<file path="src/rtl/i2cmon_pkg.sv">
package i2cmon_pkg;
  typedef struct packed {
    logic scl;
    logic sda;
  } line_t;

  localparam int unsigned LINE_W = $bits(line_t);
  localparam line_t LINE_IDLE = '{scl: 1'b1, sda: 1'b1};
endpackage

</file>
<file path="src/rtl/i2cmon_sync.sv">
module i2cmon_sync #(
  parameter int unsigned WIDTH  = 2,
  parameter int unsigned STAGES = 2,
  parameter logic [WIDTH-1:0] RST_VAL = '1
) (
  input  logic             clk,
  input  logic             rst_n,
  input  logic [WIDTH-1:0] din,
  output logic [WIDTH-1:0] dout
);
  logic [WIDTH-1:0] stage_q [STAGES];

  genvar g;
  generate
    for (g = 0; g < STAGES; g++) begin : g_stage
      logic [WIDTH-1:0] stage_d;
      if (g == 0) begin : g_first
        assign stage_d = din;
      end else begin : g_next
        assign stage_d = stage_q[g-1];
      end
      always_ff @(posedge clk or negedge rst_n) begin
        if (!rst_n) stage_q[g] <= RST_VAL;
        else        stage_q[g] <= stage_d;
      end
    end
  endgenerate

  assign dout = stage_q[STAGES-1];
endmodule

</file>
<file path="src/rtl/i2cmon_cond.sv">
module i2cmon_cond
  import i2cmon_pkg::*;
(
  input  logic  clk,
  input  logic  rst_n,
  input  logic  en,
  input  line_t cur,
  output logic  start_hit,
  output logic  stop_hit,
  output logic  scl_rise,
  output logic  busy
);
  line_t prev_q;
  logic  busy_d, busy_q;

  always_ff @(posedge clk or negedge rst_n) begin
    if (!rst_n) prev_q <= LINE_IDLE;
    else        prev_q <= cur;
  end

  always_comb begin
    start_hit = en && cur.scl && prev_q.scl &&  prev_q.sda && !cur.sda;
    stop_hit  = en && cur.scl && prev_q.scl && !prev_q.sda &&  cur.sda;
    scl_rise  = en && cur.scl && !prev_q.scl;
  end

  always_comb begin
    busy_d = busy_q;
    if (!en)           busy_d = 1'b0;
    else if (start_hit) busy_d = 1'b1;
    else if (stop_hit)  busy_d = 1'b0;
  end

  always_ff @(posedge clk or negedge rst_n) begin
    if (!rst_n) busy_q <= 1'b0;
    else        busy_q <= busy_d;
  end

  assign busy = busy_q;
endmodule

</file>
<file path="src/rtl/i2cmon_slot.sv">
module i2cmon_slot #(
  parameter int unsigned SLOT_CLOCKS = 9
) (
  input  logic clk,
  input  logic rst_n,
  input  logic en,
  input  logic byte_active,
  input  logic clear,
  input  logic scl_rise,
  input  logic sda,
  output logic ack_hit,
  output logic nack_hit
);
  localparam int unsigned CNT_W = $clog2(SLOT_CLOCKS + 1);
  localparam logic [CNT_W-1:0] LAST = CNT_W'(SLOT_CLOCKS - 1);

  logic [CNT_W-1:0] cnt_d, cnt_q;
  logic             slot;

  always_comb begin
    slot     = en && byte_active && !clear && scl_rise && (cnt_q == LAST);
    ack_hit  = slot && !sda;
    nack_hit = slot &&  sda;
    cnt_d    = cnt_q;
    if (!en || !byte_active || clear) cnt_d = '0;
    else if (slot)                    cnt_d = '0;
    else if (scl_rise)                cnt_d = cnt_q + 1'b1;
  end

  always_ff @(posedge clk or negedge rst_n) begin
    if (!rst_n) cnt_q <= '0;
    else        cnt_q <= cnt_d;
  end
endmodule

</file>
<file path="src/rtl/i2c_bus_monitor.sv">
module i2c_bus_monitor
  import i2cmon_pkg::*;
#(
  parameter int unsigned SYNC_STAGES = 2,
  parameter int unsigned SLOT_CLOCKS = 9
) (
  input  logic clk,
  input  logic rst_n,
  input  logic mon_en,
  input  logic scl_in,
  input  logic sda_in,
  input  logic byte_active,
  output logic cond_evt,
  output logic ack_evt,
  output logic nack_evt,
  output logic bus_busy,
  output logic dma_req
);
  line_t raw, cur;
  logic  start_hit, stop_hit, scl_rise, busy;
  logic  ack_hit, nack_hit;
  logic  cond_d, ack_d, nack_d, dma_d;
  logic  cond_q, ack_q, nack_q, dma_q;

  assign raw = '{scl: scl_in, sda: sda_in};

  i2cmon_sync #(
    .WIDTH  (LINE_W),
    .STAGES (SYNC_STAGES),
    .RST_VAL(LINE_IDLE)
  ) u_sync (
    .clk  (clk),
    .rst_n(rst_n),
    .din  (raw),
    .dout (cur)
  );

  i2cmon_cond u_cond (
    .clk      (clk),
    .rst_n    (rst_n),
    .en       (mon_en),
    .cur      (cur),
    .start_hit(start_hit),
    .stop_hit (stop_hit),
    .scl_rise (scl_rise),
    .busy     (busy)
  );

  i2cmon_slot #(.SLOT_CLOCKS(SLOT_CLOCKS)) u_slot (
    .clk        (clk),
    .rst_n      (rst_n),
    .en         (mon_en),
    .byte_active(byte_active),
    .clear      (start_hit | stop_hit),
    .scl_rise   (scl_rise),
    .sda        (cur.sda),
    .ack_hit    (ack_hit),
    .nack_hit   (nack_hit)
  );

  always_comb begin
    cond_d = start_hit | stop_hit;
    ack_d  = ack_hit;
    nack_d = nack_hit;
    dma_d  = ack_hit;
  end

  always_ff @(posedge clk or negedge rst_n) begin
    if (!rst_n) begin
      cond_q <= 1'b0;
      ack_q  <= 1'b0;
      nack_q <= 1'b0;
      dma_q  <= 1'b0;
    end else begin
      cond_q <= cond_d;
      ack_q  <= ack_d;
      nack_q <= nack_d;
      dma_q  <= dma_d;
    end
  end

  assign cond_evt = cond_q;
  assign ack_evt  = ack_q;
  assign nack_evt = nack_q;
  assign dma_req  = dma_q;
  assign bus_busy = busy;
endmodule

</file>
<file path="config.mk">
export PLATFORM = sky130hd
export DESIGN_NAME = i2c_bus_monitor
export DESIGN_NICKNAME = d
export VERILOG_FILES = /design/src/rtl/i2cmon_pkg.sv /design/src/rtl/i2cmon_sync.sv /design/src/rtl/i2cmon_cond.sv /design/src/rtl/i2cmon_slot.sv /design/src/rtl/i2c_bus_monitor.sv
export SDC_FILE = /design/constraint.sdc
export NUM_CORES = 1
export LEC_CHECK = 0
export CAP_MARGIN = 25
export CORE_AREA = 10 10 47 49
export DETAILED_ROUTE_END_ITERATION = 10
export DIE_AREA = 0 0 57 59
export DONT_BUFFER_PORTS = 1
export PLACE_DENSITY = 0.67
export SLEW_MARGIN = 20
export SYNTH_ARGS = -nofsm -noshare
export SYNTH_HDL_FRONTEND = slang
export SYNTH_HIERARCHICAL = 1
export SYNTH_SLANG_ARGS = --single-unit
</file>
<file path="constraint.sdc">
create_clock -name clk -period 4.2 [get_ports clk]
set_input_delay 0.84 -clock clk [delete_from_list [all_inputs] [get_ports clk]]
set_output_delay 0.84 -clock clk [all_outputs]
set_load 0.02 [all_outputs]
</file>
---- Word-level counts from Yosys, hierarchy flattened ----
Index checks and enable logic that the tools add are counted.
storage, ports and cells
  register bits ........................... 14
  bits of input ports ..................... 6
  output and inout bits ................... 5
  logic and storage cells ................. 41
cells by class
  add/subtract/negate cells ............... 1
  equality and inequality tests ........... 2
  muxes and demuxes ....................... 6
  bitwise operators ....................... 1
  reduce and logical (&&, ||, !) cells .... 22
operators by type and width
  operator               number
  $logic_and A1 B1 Y1    13
  $mux W4                3
  $logic_not A1 Y1       6
  $add A4 B1 Y4 const B  1
  $eq A4 B4 Y1 const B   1
  $mux W1                3
  $ne A3 B1 Y1 const B   1
  $reduce_bool A3 Y1     1
  $logic_or A1 B1 Y1     2
  $or A1 B1 Y1           1

---- Logic depth before layout (Yosys ltp) ----
Gate-level depths: netlist of run 1.
  depth in word-level cells ............... 11
  depth in mapped cells ................... 5
  mapped depth without buffers ............ 5

---- Cells and area by module ----
The synthesis of run 1 kept the hierarchy.
modules (own cells, without submodules)
  module           times used  cells each  area an instance (um^2)  sequential area each (um^2)
  i2cmon_slot      1           29          260.2                    100.1
  i2cmon_cond      1           13          133.9                    77.6
  i2cmon_sync      1           4           105.1                    105.1
  i2c_bus_monitor  1           5           88.8                     75.1

---- Worst setup path after synthesis of run 1 ----
OpenSTA, ideal clock, no wires.
  kind .................................... input -> register
  start ................................... in mon_en
  end ..................................... reg ack_q, in the netlist ack_evt
  setup time .............................. 0.101 ns
  arrival time ............................ 1.686 ns
  required time ........................... 4.099 ns
  setup slack ............................. 2.413 ns
  stages on the path ...................... 5
  path buffers ............................ 0
  cell sequence ........................... nand3_1 nor3b_1 or2_1 nand3b_1 nor4_1
on the way
  cells in the longest elaborated chain, start to end .. 10
  elaborated cells on any way between the ends .. 14
  those cells by class .................... bitwise: 1; reduce/logical: 13
ends and longest elaborated chain
  item                              line                   text
  from (decl)                       i2c_bus_monitor.sv:9   input logic mon_en,
  $logic_and A1 B1 Y1 (4 in a row)  i2cmon_cond.sv:23      stop_hit = en && cur.scl && prev_q.scl && !prev_q.sda && cur.sda;
  via stop_hit                      i2c_bus_monitor.sv:20  logic start_hit, stop_hit, scl_rise, busy;
  $or A1 B1 Y1                      --
  via cond_d                        i2c_bus_monitor.sv:22  logic cond_d, ack_d, nack_d, dma_d;
  $logic_not A1 Y1                  i2cmon_slot.sv:21      slot = en && byte_active && !clear && scl_rise && (cnt_q == LAST);
  $logic_and A1 B1 Y1 (3 in a row)  i2cmon_slot.sv:21
  $logic_and A1 B1 Y1               i2cmon_slot.sv:22      ack_hit = slot && !sda;
  via ack_d                         i2c_bus_monitor.sv:22
  to (signal assigned)              i2c_bus_monitor.sv:76  ack_q <= ack_d;
  to (decl)                         i2c_bus_monitor.sv:23  logic cond_q, ack_q, nack_q, dma_q;
The timed path passes the listed nets, and every way through them passes these cells.
A chain may end at the register's enable or synchronous reset.

==> out/qor.csv, run 1 <==
metric;value;unit
relSlewSlack;0.741;
cts_root_buffer;clkbuf_4;
maxCapViolations;0;
vdd_ir_drop_max;0.269;mV
cts_tree;done;
syn_inst;51;
fmax;597;MHz
critPathLaunchType;flip-flop;
skew;0.00438;ns
viasPerCell;5.10;
synthArstFlopShare;1.00;
grt-ovfl-total;0;
drc;0;
vias;357;
cts_buffer_depth;2;
path_clk_slew;0.08;ns
final_layout_size_suffix_gt1_frac;0.204;
first_iter_violations;2;
yosysWarningCount;6;
die_h;59;um
grt_max_degree;15;
start_util;0.420;
clk_latency;0.27;ns
grt_pass1_vias;321;
dr.pass1.iters;3;
cp_max_fo;2;
htreeDepth;1;
synth-edff-count;0;
num_rows;14;
cp-end-kind;primary output;
synth_top_area_frac;0.340;
wl_per_cell;12.4;um
arrival;0.84;ns
yosysSeqAreaShare;0.609;
ctsHoldBuffers;0;
grt_usage;0.0533;
drt-total-wl;866;um
syn-num-nets;59;
synth_area_per_cell;11.5;sq um
fin_setup_tns;0;ns
pwr_density_cell;383;mW/mm^2
timing.hold.ws;0.251;ns
design.die.area;0.00336;sq mm
syn_to_final_growth;8.30;%
yosys.area.top_type;dfrtp_1;
crit_path_start;ack_evt;
place_hpwl;683;um
numCtsBuffers;3;
cts_setup_buffers;0;
synth-seq-cells;14;
r2r-start;u_sync/dout[1];
cp_data_required_time;3.36;ns
place.gp.congestion;0.686;
hold_viol_final;0;
antenna_cells;0;
synthTopCellsByCount;dfrtp_1 (8), dfstp_2 (6), nand2_1 (6);
cts_resized;0;
port-buffer-count;0;
yosysMostFrequentCell;dfrtp_1;
ios;11;
yosys-top-cells-area;dfrtp_1 (34%), dfstp_2 (27%), ha_1 (4.3%);
ant_nets;0;
setup_viol;0;
drv_slew;0;
period_needed;1.68;ns
status;finished clean;
nFillCells;138;
rsz0062_at_grt;no;
die_w;57;um
p_leak;0.262;nW
syn_area;588;sq um
grt_pass1_wl;1.36;mm
hp-class;input pin to async pin;
path_class;flip-flop to primary output;
worst_pin_slew;0.387;ns
period_share;0.399;
yosysUniqueCellTypes;24;
antenna_found_initial;0;
synth-main-ff-cell;dfrtp_1;
nNetsFinal;63;
clock-sinks;14;
coreArea;0.00140;sq mm
## power by group
part / internal (mW) / switching, mW / leakage (nW) / total, mW
registers: 0.141 / 0.00450 / 0.174 / 0.146
logic: 0.00303 / 0.00351 / 0.0667 / 0.00654
clock network: 0.0527 / 0.0393 / 0.0210 / 0.0919
## worst paths after layout
| path | endpoint | slack, ns | depth (start not counted) |
|---|---|---|---|
| worst max-delay path | dma_req | 2.52 | 0 |
| worst min-delay path | u_cond/busy | 0.25 | 0 |
| worst max register to register | u_slot/cnt_q[2] | 2.60 | 5 |
| worst min register to register | u_sync/dout[1] | 0.36 | 0 |
| max in group asynchronous | u_sync/dout[0] | 3.77 | 0 |
| min in group clk | u_sync/dout[1] | 0.36 | 0 |
## layer usage
layer	part of all wire	GRT usage
met1	0.48	0.0587
met2	0.42	0.0744
met5	0	0
met3	0.094	0.0429
met4	0	0.0201
## area by class of cell
cell class                      instances  area, sq um  share of cell area
Clock buffer                            4         36.3              0.0570
Inverter                                3         11.3              0.0177
Multi-Input combinational cell         33          211               0.332
Sequential cell                        14          358               0.562
Tap cell                               16         20.0              0.0314
## through the flow
stage / power, mW / utilization / worst slack [ns] / cells / instance area, sq um
2_1_floorplan: 0.153 / - / 2.41 / 51 / 588
3_3_place_gp: 0.154 / 0.429 / 2.30 / 66 / 601
3_5_place_dp: 0.155 / 0.429 / 2.25 / 66 / 601
4_1_cts: 0.248 / 0.454 / 2.51 / 70 / 637
5_1_grt: 0.257 / 0.454 / 2.48 / 70 / 637
6_report: 0.244 / 0.454 / 2.52 / 70 / 637
## cell families after synthesis
family	after synthesis	synth area share
flops	14	0.609
compound gates	10	0.106
mux	1	0.0170
buf+inv	4	0.0319
simple gates	20	0.194
fa+ha+maj	2	0.0425
## state kept, by name (all words and copies together), names as in the netlist
| name | flops |
|---|---|
| u_sync/g_stage.stage_d | 2 |
| nack_evt | 1 |
| u_cond/prev_q | 2 |
| cond_evt | 1 |
| ack_evt | 1 |
| u_cond/busy | 1 |
| u_sync/dout | 2 |
| u_slot/cnt_q | 4 |
## layout by cell type, fill, tap and decap left out, types with 3 or more instances in the layout
| master | synthesis | layout |
|---|---|---|
| nand2_1 | 6 | 6 |
| dfrtp_1 | 8 | 8 |
| inv_1 | 3 | 3 |
| dfstp_2 | 6 | 6 |
| clkbuf_4 | 0 | 3 |
No activity file was read; power rests on OpenSTA's default activity.
==> run 2, diff against run 1 <==
- PLACE_DENSITY: 0.67 -> 0.69
- clock period: 4.2 -> 1.4 ns (I/O delays scaled with it)
==> run 2 against run 1 <==
The run now ends with negative setup slack left. Die area unchanged. Core utilization grew 10 points. Combinational power rose to 9.2 times the previous value. Clock skew down 0.0038 ns. Critical path depth is 5 higher. Sequential power grew to 3.0 times the previous value.
==> out/qor.csv, run 2 (synthesized netlist as in run 1, its figures left out) <==
metric;value;unit;change
ff2ff_path_depth;5;;unchanged
regMostFlops;u_slot/cnt_q;;unchanged
die_h;59;um;unchanged
htreeDepth;1;;unchanged
drt-total-wl;1.11;mm;was 866 um
cpMaxStageDelayCell;dfstp_2;;
final_layout_size_suffix_gt1_frac;0.388;;was 0.204
coreArea;0.00140;sq mm;unchanged
first_iter_violations;0;;was 2
rsz0062_at_grt;yes;;was no
final_cells;83;;was 70
grt_max_degree;15;;unchanged
hp-class;input pin to flip-flop;;was input pin to async pin
nFillCells;128;;was 138
status;finished, violations left;;was finished clean
antenna_found_initial;0;;unchanged
p_leak;0.331;nW;was 0.262 nW
drv_slew;0;;unchanged
cp_cell_sequence;nor3b_2, or2_1, nand3b_1, buf_4, nor4_4;;
critPathLaunchType;flip-flop;;unchanged
ant_nets;0;;unchanged
place.gp.congestion;0.778;;was 0.686
layout_commonest_cell;buf_4;;was dfrtp_1
regArea;358;sq um;unchanged
dr.pass1.iters;1;;was 3
min_to;u_cond/busy;;
cp_data_required_time;1.59;ns;was 3.36 ns
vias;423;;was 357
largest_register_ffs;4;;unchanged
path_class;flip-flop to flip-flop;;was flip-flop to primary output
arrival;1.62;ns;was 0.84 ns
grt_pass1_vias;422;;was 321
port-buffer-count;0;;unchanged
fin_setup_tns;-0.0760;ns;was 0 ns
drc;0;;unchanged
fmax;697;MHz;
syn_to_final_growth;32.1;%;was 8.30%
setup_viol;4;;was 0
violations;negative setup slack;;
die_w;57;um;unchanged
clock-sinks;14;;unchanged
num_rows;14;;unchanged
r2r-end;nack_evt;;was u_slot/cnt_q[2]
wl_per_cell;13.4;um;was 12.4 um
hold_start;mon_en;;
pwr_density_cell;1010;mW/mm^2;was 383 mW/mm^2
r2r-start;u_sync/dout[0];;was u_sync/dout[1]
cts_tree;done;;unchanged
skew;0.000596;ns;was 0.00438 ns
final_area;777;sq um;was 637 sq um
ios;11;;unchanged
design.die.area;0.00336;sq mm;unchanged
critical_path.max_stage_delay;0.57;ns;
placedCellCount;72;;was 66
cts_root_buffer;clkbuf_4;;unchanged
worst_pin_slew;0.610;ns;was 0.387 ns
nNetsFinal;76;;was 63
cts_buffer_depth;2;;unchanged
dpl_cell_area;648;sq um;was 601 sq um
maxCapViolations;0;;unchanged
period_share;1.02;;
grt_pass1_wl;1.84;mm;was 1.36 mm
numCtsBuffers;3;;unchanged
antenna_cells;0;;unchanged
final_cell_mix;buf_4 (9), dfrtp_1 (8), nand2_1 (6), dfstp_2 (6);;was dfrtp_1 (8), nand2_1 (6), dfstp_2 (6)
grt-ovfl-total;0;;unchanged
period_needed;1.43;ns;
cp_max_fo;4;;was 2
relSlewSlack;0.592;;was 0.741
hold_viol_final;0;;unchanged
cp-end-kind;flip-flop;;was primary output
start_util;0.420;;unchanged
hold_depth;1;;
path_clk_slew;0.08;ns;about the same
clk_latency;0.27;ns;about the same
multi_input_comb_area;243;sq um;was 211 sq um
fin_ws;-0.0346;ns;was 2.52 ns
viasPerCell;5.10;;about the same
r2r_slack;-0.03;ns;was 2.60 ns
place_hpwl;785;um;was 683 um
vdd_ir_drop_max;0.654;mV;was 0.269 mV
grt_usage;0.0683;;was 0.0533
run 2: power by group:
part           switching [mW]  internal [mW]  total [mW]
sequential             0.0118          0.423       0.435
combinational          0.0287         0.0314      0.0601
clock                   0.128          0.158       0.286
run 2: worst max-delay path: cells and delay by family (launching register included):
| family | cells | cell delay [ns] |
|---|---|---|
| buffers and inverters | 1 | 0.18 |
| flip-flops | 1 | 0.57 |
| AND/OR/NAND/NOR | 4 | 0.60 |
run 2: timing repair:
action | 4_1_cts | 5_1_grt
setup endpoints to repair | 5 | 6
endpoints found under the hold margin | 16 | 0
hold buffers | 3 | 0
buffers inserted | 3 | 1
gates resized for setup | 4 | 2
pin swaps | 2 | 0
run 2: through the flow:
stage	hold WS [ns]	total power, mW	setup slack, ns	utilization
global route	0.134	0.812	-0.109	0.554
finish	0.147	0.781	-0.0346	0.554
detailed placement	-0.0150	0.476	-0.0507	0.463
CTS	0.139	0.788	-0.00925	0.539
global placement	-0.0151	0.474	0.0193	0.463
floorplan	-0.0156	0.459	0.00458	-
run 2: per-layer routing:
| metal | global-route usage | part of all wire |
|---|---|---|
| met3 | 0.0279 | 0.041 |
| met2 | 0.104 | 0.48 |
| met1 | 0.0824 | 0.48 |
| met4 | 0.0302 | 0 |
| met5 | 0 | 0 |
run 2: worst max path at each step:
stage	start	to	slack (ns)	depth (start not counted)
floorplan	u_sync/dout[1]	u_slot/cnt_q[2]	0.005	5
global placement	u_sync/dout[1]	u_slot/cnt_q[0]	0.02	6
detailed placement	u_cond/prev_q[0]	nack_evt	-0.05	4
CTS	u_cond/prev_q[1]	u_slot/cnt_q[0]	-0.009	6
global route	u_sync/dout[0]	nack_evt	-0.11	5
finish	u_sync/dout[0]	nack_evt	-0.03	5
run 2: cell type report:
type                       count  area share
timing repair buffer          13       0.140
multi-input combinational     33       0.312
inverter                       3      0.0145
sequential                    14       0.461
clock buffer                   4      0.0467
tap                           16      0.0258
